==> config.mk <==
export PLATFORM = sky130hd
export DESIGN_NAME = mac_top
export DESIGN_NICKNAME = d
export VERILOG_FILES = /design/src/rtl/mac_pkg.sv /design/src/rtl/mac_operand_map.sv /design/src/rtl/mac_multiplier.sv /design/src/rtl/mac_accum.sv /design/src/rtl/mac_ext_counter.sv /design/src/rtl/mac_top.sv
export SDC_FILE = /design/constraint.sdc
export NUM_CORES = 1
export LEC_CHECK = 0
export ABC_AREA = 1
export BUFFER_PORTS_ARGS = -buffer_cell sky130_fd_sc_hd__buf_2
export CAP_MARGIN = 20
export CORE_ASPECT_RATIO = 1.5
export CORE_MARGIN = 10
export CORE_UTILIZATION = 57
export DETAILED_ROUTE_END_ITERATION = 10
export PLACE_DENSITY = 0.75
export SLEW_MARGIN = 25
export SYNTH_ARGS = -nofsm -noshare
export SYNTH_HDL_FRONTEND = slang
export SYNTH_SLANG_ARGS = --single-unit
==> constraint.sdc <==
create_clock -name clk -period 2.9 [get_ports clk]
set_clock_uncertainty 0.15 [all_clocks]
set_input_delay 0.29 -clock clk [delete_from_list [all_inputs] [get_ports clk]]
set_output_delay 0.29 -clock clk [all_outputs]
set_load 0.02 [all_outputs]
==> src/rtl/mac_pkg.sv <==
package mac_pkg;

  // Smallest native multiplier width that holds a user operand.
  function automatic int native_width(input int user_w);
    if (user_w <= 9)       return 9;
    else if (user_w <= 18) return 18;
    else                   return 36;
  endfunction

  typedef enum logic [1:0] {
    ROLL_NONE = 2'd0,
    ROLL_UP   = 2'd1,
    ROLL_DOWN = 2'd2
  } roll_dir_e;

endpackage

==> src/rtl/mac_operand_map.sv <==
module mac_operand_map #(
  parameter int IN_W  = 4,
  parameter int OUT_W = 9
) (
  input  logic             is_signed,
  input  logic [IN_W-1:0]  raw,
  output logic [OUT_W-1:0] mapped
);
  generate
    if (OUT_W > IN_W) begin : g_widen
      localparam int FILL_W = OUT_W - IN_W;
      logic fill_bit;
      assign fill_bit = is_signed & raw[IN_W-1];
      assign mapped   = {{FILL_W{fill_bit}}, raw};
    end else begin : g_pass
      logic unused_mode;
      assign unused_mode = is_signed;
      assign mapped      = raw[OUT_W-1:0];
    end
  endgenerate
endmodule

==> src/rtl/mac_multiplier.sv <==
module mac_multiplier #(
  parameter int NW    = 9,
  parameter int ACC_W = 18
) (
  input  logic             is_signed,
  input  logic [NW-1:0]    a_n,
  input  logic [NW-1:0]    b_n,
  output logic [ACC_W-1:0] addend
);
  // The low ACC_W bits of a product depend only on the low ACC_W bits of
  // the operands, so the multiply is done at accumulator width.
  logic [ACC_W-1:0] a_w, b_w;

  generate
    if (ACC_W > NW) begin : g_grow
      localparam int PAD_W = ACC_W - NW;
      assign a_w = {{PAD_W{is_signed & a_n[NW-1]}}, a_n};
      assign b_w = {{PAD_W{is_signed & b_n[NW-1]}}, b_n};
    end else begin : g_cut
      assign a_w = a_n[ACC_W-1:0];
      assign b_w = b_n[ACC_W-1:0];
    end
  endgenerate

  assign addend = a_w * b_w;
endmodule

==> src/rtl/mac_accum.sv <==
module mac_accum #(
  parameter int ACC_W = 18
) (
  input  logic             clk,
  input  logic             rst_n,
  input  logic             clear,
  input  logic             valid,
  input  logic             is_signed,
  input  logic [ACC_W-1:0] addend,
  output logic [ACC_W-1:0] acc,
  output logic             ovf_pulse,
  output logic             carry_evt,
  output logic             pos_evt,
  output logic             neg_evt
);
  logic [ACC_W:0]   sum_w;
  logic [ACC_W-1:0] acc_next;
  logic             top_a, top_b, top_s;

  assign sum_w    = {1'b0, acc} + {1'b0, addend};
  assign acc_next = sum_w[ACC_W-1:0];
  assign top_a    = acc[ACC_W-1];
  assign top_b    = addend[ACC_W-1];
  assign top_s    = acc_next[ACC_W-1];

  // Rollover events of this cycle's update, one rule set per mode.
  assign carry_evt = valid & ~is_signed & sum_w[ACC_W];
  assign pos_evt   = valid &  is_signed & ~top_a & ~top_b &  top_s;
  assign neg_evt   = valid &  is_signed &  top_a &  top_b & ~top_s;

  always_ff @(posedge clk or negedge rst_n) begin
    if (!rst_n) begin
      acc       <= '0;
      ovf_pulse <= 1'b0;
    end else if (clear) begin
      acc       <= '0;
      ovf_pulse <= 1'b0;
    end else begin
      ovf_pulse <= carry_evt | pos_evt | neg_evt;
      if (valid) acc <= acc_next;
    end
  end
endmodule

==> src/rtl/mac_ext_counter.sv <==
module mac_ext_counter #(
  parameter int EXT_W = 8
) (
  input  logic                  clk,
  input  logic                  rst_n,
  input  logic                  clear,
  input  mac_pkg::roll_dir_e    dir,
  output logic [EXT_W-1:0]      count
);
  always_ff @(posedge clk or negedge rst_n) begin
    if (!rst_n)      count <= '0;
    else if (clear)  count <= '0;
    else begin
      case (dir)
        mac_pkg::ROLL_UP:   count <= count + 1'b1;
        mac_pkg::ROLL_DOWN: count <= count - 1'b1;
        default:            count <= count;
      endcase
    end
  end
endmodule

==> src/rtl/mac_top.sv <==
module mac_top #(
  parameter int OP_W  = 4,
  parameter int ACC_W = 2 * mac_pkg::native_width(OP_W),
  parameter int EXT_W = 8
) (
  input  logic             clk,
  input  logic             rst_n,
  input  logic             clear,
  input  logic             valid,
  input  logic             is_signed,
  input  logic [OP_W-1:0]  op_a,
  input  logic [OP_W-1:0]  op_b,
  output logic [ACC_W-1:0] acc_out,
  output logic             ovf_pulse,
  output logic [EXT_W-1:0] ext_cnt
);
  localparam int NW = mac_pkg::native_width(OP_W);

  logic [NW-1:0]      a_native, b_native;
  logic [ACC_W-1:0]   addend;
  logic               carry_evt, pos_evt, neg_evt;
  mac_pkg::roll_dir_e roll_dir;

  mac_operand_map #(.IN_W(OP_W), .OUT_W(NW)) u_map_a (
    .is_signed(is_signed), .raw(op_a), .mapped(a_native)
  );
  mac_operand_map #(.IN_W(OP_W), .OUT_W(NW)) u_map_b (
    .is_signed(is_signed), .raw(op_b), .mapped(b_native)
  );

  mac_multiplier #(.NW(NW), .ACC_W(ACC_W)) u_mul (
    .is_signed(is_signed), .a_n(a_native), .b_n(b_native), .addend(addend)
  );

  mac_accum #(.ACC_W(ACC_W)) u_acc (
    .clk(clk), .rst_n(rst_n), .clear(clear), .valid(valid),
    .is_signed(is_signed), .addend(addend), .acc(acc_out),
    .ovf_pulse(ovf_pulse), .carry_evt(carry_evt),
    .pos_evt(pos_evt), .neg_evt(neg_evt)
  );

  always_comb begin
    if (carry_evt || pos_evt) roll_dir = mac_pkg::ROLL_UP;
    else if (neg_evt)         roll_dir = mac_pkg::ROLL_DOWN;
    else                      roll_dir = mac_pkg::ROLL_NONE;
  end

  mac_ext_counter #(.EXT_W(EXT_W)) u_ext (
    .clk(clk), .rst_n(rst_n), .clear(clear), .dir(roll_dir), .count(ext_cnt)
  );
endmodule

## Word level (Yosys, flattened, before mapping)

Index checks and enable logic that the tools add are counted.

- $add $sub $neg: 3
- Multipliers: 1
- Equality and inequality tests: 2
- Muxes and demuxes: 7
- Bitwise gates (word level): 19
- Reductions and logical operators: 3

Operators by type and width:

| operator | number |
|---|---|
| two-way mux 18 bit | 2 |
| adder 18 x 18 -> 19 bit | 1 |
| multiplier 10 x 10 -> 18 bit | 1 |
| one-hot mux 8 bit (2 select lines) | 1 |
| AND 1 bit | 13 |
| adder 8 x 1 -> 8 bit, second input constant | 1 |
| two-way mux 8 bit | 1 |
| subtractor 8 x 1 -> 8 bit, second input constant | 1 |
| two-way mux 2 bit | 2 |
| NOT 1 bit | 4 |
| nonzero test 3 bit | 1 |
| == test 2 x 1 -> 1 bit, second input constant | 1 |
| == test 2 bit, second input constant | 1 |
| bitwise OR 1 bit | 2 |
| nonzero test 2 bit | 1 |
| logical OR 1 bit | 1 |
| two-way mux 1 bit | 1 |

- Register bits: 27
- Input port bits: 13
- Output and inout bits: 27
- Word-level logic and storage cells: 38

## Logic depth before layout (Yosys ltp)

- Word-level depth: 11
- Mapped depth: 44
- Depth with buffers taken out: 44

## Hierarchy

From an unflattened synthesis, not the netlist that was laid out.

- Cells, all modules: 929
- Area, all modules: 6567.5 µm²

By module, submodules not included:

| module | instances | cells each | area each (µm²) | seq. area each (µm²) |
|---|---|---|---|---|
| mac_multiplier | 1 | 539 | 3942.5 | 0.0 |
| mac_accum | 1 | 262 | 1760.4 | 475.5 |
| mac_ext_counter | 1 | 101 | 690.7 | 200.2 |
| mac_operand_map | 2 | 11 | 75.1 | 0.0 |
| mac_top | 1 | 5 | 23.8 | 0.0 |

## Worst setup path before layout

No wires, ideal clock.

- Kind: input port to flip-flop
- Start point: input op_b[3]
- End point: register u_ext.count[7]
- Library setup time: 0.121 ns
- Arrival: 7.286 ns
- Data required time: 2.629 ns
- Path slack: -4.657 ns
- Cell stages on the path: 40
- Path buffers: 0
- Path through: nand2_1 nor2_2 inv_1 fa_1 inv_1 ha_1 xor2_1 fa_1 inv_1 fa_1 inv_1 fa_1 inv_1 ha_1 nand2_1 o21ai_0 a21o_1 nand2_1 [... 4 more ...] ha_1 a21oi_1 o21ai_0 a21oi_2 nand3_1 nand2_2 nand2_1 nor2_4 ha_1 a21oi_1 nand2_1 nand2_1 o311ai_0 xor2_1 inv_1 nand2_1 nand2_1 o21ai_1

- Longest elaborated chain between the ends: 11
- Elaborated cells on any way between the ends: 19
- Classes of those cells: 1 x add/sub; 1 x mul; 2 x eq/ne; 4 x mux; 9 x bitwise; 2 x reduce/logical

RTL lines:

| element | line | RTL |
|---|---|---|
| start: declaration | mac_top.sv:12 | `input logic [OP_W-1:0] op_b,` |
| AND 1 bit | mac_operand_map.sv:13 | `assign fill_bit = is_signed & raw[IN_W-1];` |
| AND 1 bit | mac_multiplier.sv:18 | `assign b_w = {{PAD_W{is_signed & b_n[NW-1]}}, b_n};` |
| multiplier 10 x 10 -> 18 bit * | mac_multiplier.sv:25 | `assign addend = a_w * b_w;` |
| adder 18 x 18 -> 19 bit or NOT 1 bit (tied branches) | mac_accum.sv:20, mac_accum.sv:28 |  |
| NOT 1 bit or AND 1 bit (tied branches) | mac_accum.sv:29, mac_accum.sv:28 |  |
| AND 1 bit, on equally long branches | mac_accum.sv:29, mac_accum.sv:28 |  |
| two-way mux 2 bit or logical OR 1 bit (tied branches) | mac_top.sv:44, mac_top.sv:43 |  |
| two-way mux 2 bit * | mac_top.sv:43 | `if (carry_evt \|\| pos_evt) roll_dir = mac_pkg::ROLL_UP;` |
| == test 2 bit or == test 2 x 1 -> 1 bit (tied branches) | mac_ext_counter.sv:14 | `case (dir)` |
| one-hot mux 8 bit (2 select lines) | mac_ext_counter.sv:14 |  |
| two-way mux 8 bit | mac_ext_counter.sv:12 | `else if (clear) count <= '0;` |
| end signal: assignment | mac_ext_counter.sv:15 | `mac_pkg::ROLL_UP: count <= count + 1'b1;` |
| end signal: assignment | mac_ext_counter.sv:16 | `mac_pkg::ROLL_DOWN: count <= count - 1'b1;` |
| end signal: assignment | mac_ext_counter.sv:17 | `default: count <= count;` |
| end: declaration | mac_ext_counter.sv:8 | `output logic [EXT_W-1:0] count` |

Mark *: on every way between the ends. The rest lies on a longest branch, timed or not.
A chain may end at the register's enable or synchronous reset.

## Final worst setup path

- Start point: input is_signed
- End point: register u_ext.count[7]

- Longest elaborated chain between the ends: 11
- Elaborated cells on any way between the ends: 26
- Classes of those cells: 1 x add/sub; 1 x mul; 2 x eq/ne; 4 x mux; 16 x bitwise; 2 x reduce/logical

RTL lines:

| element | line | RTL |
|---|---|---|
| start: declaration | mac_top.sv:10 | `input logic is_signed,` |
| AND 1 bit | mac_operand_map.sv:13 |  |
| AND 1 bit, on equally long branches | mac_multiplier.sv:17, mac_multiplier.sv:18 |  |
| multiplier 10 x 10 -> 18 bit | mac_multiplier.sv:25 |  |
| adder 18 x 18 -> 19 bit or NOT 1 bit (tied branches) | mac_accum.sv:20, mac_accum.sv:28 |  |
| NOT 1 bit or AND 1 bit (tied branches) | mac_accum.sv:29, mac_accum.sv:28 |  |
| AND 1 bit, on equally long branches | mac_accum.sv:29, mac_accum.sv:28 |  |
| two-way mux 2 bit or logical OR 1 bit (tied branches) | mac_top.sv:44, mac_top.sv:43 |  |
| two-way mux 2 bit * | mac_top.sv:43 |  |
| == test 2 bit or == test 2 x 1 -> 1 bit (tied branches) | mac_ext_counter.sv:14 |  |
| one-hot mux 8 bit (2 select lines) | mac_ext_counter.sv:14 |  |
| two-way mux 8 bit | mac_ext_counter.sv:12 |  |

Marks and branches as above.

==> metrics.txt <==
status finished, violations left; failing checks setup timing; syn nets a little over 800; Int Pwr 0.00375 W; core footprint 0.00878 mm^2; min cycle time layout between 8 and 9 ns; PortBufs 39; Detailed Route WL about 27 mm; Die W a little under 100 um; Arr. time, crit path 8.46 ns; Slew @ Worst Pin 0.875 ns; Total Routing Usage GR around a quarter; Post-synth ARST share between 90% and 100%; max cap viols 0; critical path depth 38; mux share of post-synthesis cell area 0%; Synth Register Bits 27; Clk pin slew, worst setup/hold paths 0.08 ns; Final ANT Viol Nets 0; Setup crit start kind input pin; syn avg cell area approximately 7.5 um^2; wire per inst between 20 and 30 um; Critical Path Sink Type register; Compound-Gate Fraction of Synth Area between 10% and 20%; Initial Util 58.2%; placed instance count roughly 990; Most used DFF post-synth dfrtp_1; Crit Path Category input pin to register; Post-synth EDFFs 0; initial antenna violation count 0; vias in the first global route 6010; worst setup path start is_signed; power share of the sequential group under 10%; crit path capture u_ext.count[7]$_DFFE_PN0P_; Comb pwr share between 80% and 90%; Ant. Diodes 0; Max stage delay on crit path between 0.6 and 0.7 ns; Via density approximately 6.6; Post-Synth Simple-Gate Area roughly a fifth; Fmax about 120 MHz; Clk pwr share under 10%; largest net degree at the start of global routing 28; leakage 4.42 nW; Final Hold Viols 0; VDD IR max 0.000863 V; H-tree levels 1; layout overhead on the synthesized area 62.1%; cell taking the most area after synthesis ha_1; RD Place Congestion a little over 0.9; worst path required time about 3.0 ns; DP Area 0.00702 mm^2; Crit-path slowest cell fa_2; Adder-Cell Fraction of Synth Area 38.2%; post-synth top area share just under 20%; PD cells a little under 1000 mW/mm^2; Worst slew margin 41.2%; cell family with most CP delay adder cells; Setup TNS -82.55 ns; worst r2r path cells 19; crit-path max FO 8; TritonCTS clock tree built; worst setup margin -5.51 ns; worst flop-to-flop path endpoint u_ext.count[7]$_DFFE_PN0P_; Total Power 0.00804 W; NumNets Final 1051; Synthesis Warnings 0; Hold/Removal Path Class input pin to register; reg2reg start u_acc.acc[10]$_DFFE_PN0P_; worst reg2reg setup slack -1.52 ns; first-pass GRT wire length approximately 27 mm; Sw Ratio about 53%; cell with the most instances after synthesis inv_1; largest family of logic cells by synthesized area adder cells; Slew Limit Fails 0; via count a little under 7000; Seq/Total Area, Yosys 13.2%; Syn Std Cell Area 0.00510 mm^2; Area contributors post-synth ha_1, fa_1, dfrtp_1, inv_1, nand2_1; # DRC 0; xor/xnor share of the synthesized area between 4 and 5%; Worst-Skew Late Latency around 0.28 ns; DP HPWL 12.4 mm; DRT Pass-1 Iters 6; # rows 42; post-route non-filler standard cell count ~1000; CTS Buffer Depth 2; Netlist cell types 37; share of post-route cells with drive strength above 1 a little under 50%; Finished Cell Area about 0.0083 mm^2; Tcrit/Tclk final 290%; die area around 0.013 mm^2; Commonest cells post-synth inv_1, nand2_1, ha_1; Switch Pwr roughly 0.0043 W; # setup viols final 23; dpl ws -4.64 ns; clock sink count 27; Gate Count Post-Synth roughly 700; Initial DRC Count roughly 730; die height ~140 um; Root Driver clkbuf_16; RSZ-0062 raised after global routing true; global route overflow 0; Num CTS Buffers 3; WP buf/inv 9; I/O pin total 40
sequential cells by signal, summed over array words and instances, names as in the netlist:
register         flops
u_acc.acc           18
u_acc.ovf_pulse      1
u_ext.count          8
worst register-to-register path: cells and delay by family, from the launching register on:
| kind | cells | cell delay [ns] |
|---|---|---|
| AO/OA/AOI/OAI | 2 | 0.27 |
| XOR/XNOR | 1 | 0.28 |
| adder cells (fa/ha/maj) | 2 | 0.70 |
| buffers and inverters | 2 | 0.22 |
| flip-flops | 1 | 0.47 |
| AND/OR/NAND/NOR | 12 | 2.23 |
metal layers:
metal	vias to the layer above	part of all wire, %	global-route usage [%]
met4	0	13	15.0
met1	3073	30	23.2
met5	-	0	0
met2	708	47	48.7
met3	354	10	2.59
li1	2612	-	-
kinds of logic after synthesis:
family / after synthesis
AO/OA/AOI/OAI: 103
XOR/XNOR: 28
adder cells (fa/ha/maj): 127
buffers and inverters: 162
flip-flops: 27
AND/OR/NAND/NOR: 238
final cells by class:
cell class	count	area, um^2
sequential	27	676
inverter	159	607
timing repair buffer	223	1800
multi-input combinational	497	4980
clock buffer	4	78.8
fill	248	500
tap	110	138
how the worst min path moves through the flow:
stage                      from                  endpoint  depth (start not counted)
after detailed placement  rst_n  u_acc.acc[4]$_DFFE_PN0P_                          1
after CTS                 clear  u_acc.acc[5]$_DFFE_PN0P_                          2
after floorplan           rst_n  u_acc.acc[0]$_DFFE_PN0P_                          0
after global routing      clear  u_acc.acc[5]$_DFFE_PN0P_                          2
final                     clear  u_acc.acc[6]$_DFFE_PN0P_                          2
after global placement    rst_n  u_acc.acc[4]$_DFFE_PN0P_                          1
placed cells by master (no fill, tap or decap), drive strengths merged:
cell         instances
o2111ai              1
o22ai                2
o21a                 1
a22o                 1
xnor2                9
nor3                 6
a21o                 6
nand3               36
a32o                 1
fa                  48
o311ai               1
inv                158
and3                 1
dfrtp               27
dlygate4sd3          1
o21bai               6
buf                222
ha                  79
a21oi               43
a31oi                4
or2                  1
xor2                19
clkbuf               4
nand4                2
o21ai               34
a22oi                1
clkinv               1
o31ai                2
nor2                33
nand2              159
and2                 1
power groups by stage:
stage / sequential, W / combinational [W] / clock [W]
final: 0.000594 / 0.00710 / 0.000342
after global placement: 0.000562 / 0.00450 / 0
after CTS: 0.000564 / 0.00515 / 0.000331
after detailed placement: 0.000568 / 0.00463 / 0
after global routing: 0.000594 / 0.00738 / 0.000348
after floorplan: 0.000680 / 0.00264 / 0
repair_timing:
action / 4_1_cts / 5_1_grt
gates resized for setup: 78 / 148
setup buffers: 8 / 25
gates cloned: 1 / 0
pin swaps: 66 / 62
hold endpoints to repair: 27 / 0
endpoints found under the setup margin: 24 / 24
hold buffers: 1 / 0
stage by stage:
stage	utilization, %	hold WS (ns)
6_report	94.3	0.226
2_1_floorplan	-	-0.156
5_1_grt	94.3	0.245
3_5_place_dp	80.0	0.202
4_1_cts	85.7	0.204
3_3_place_gp	80.0	0.186
Power figures use the tool's default switching activity.
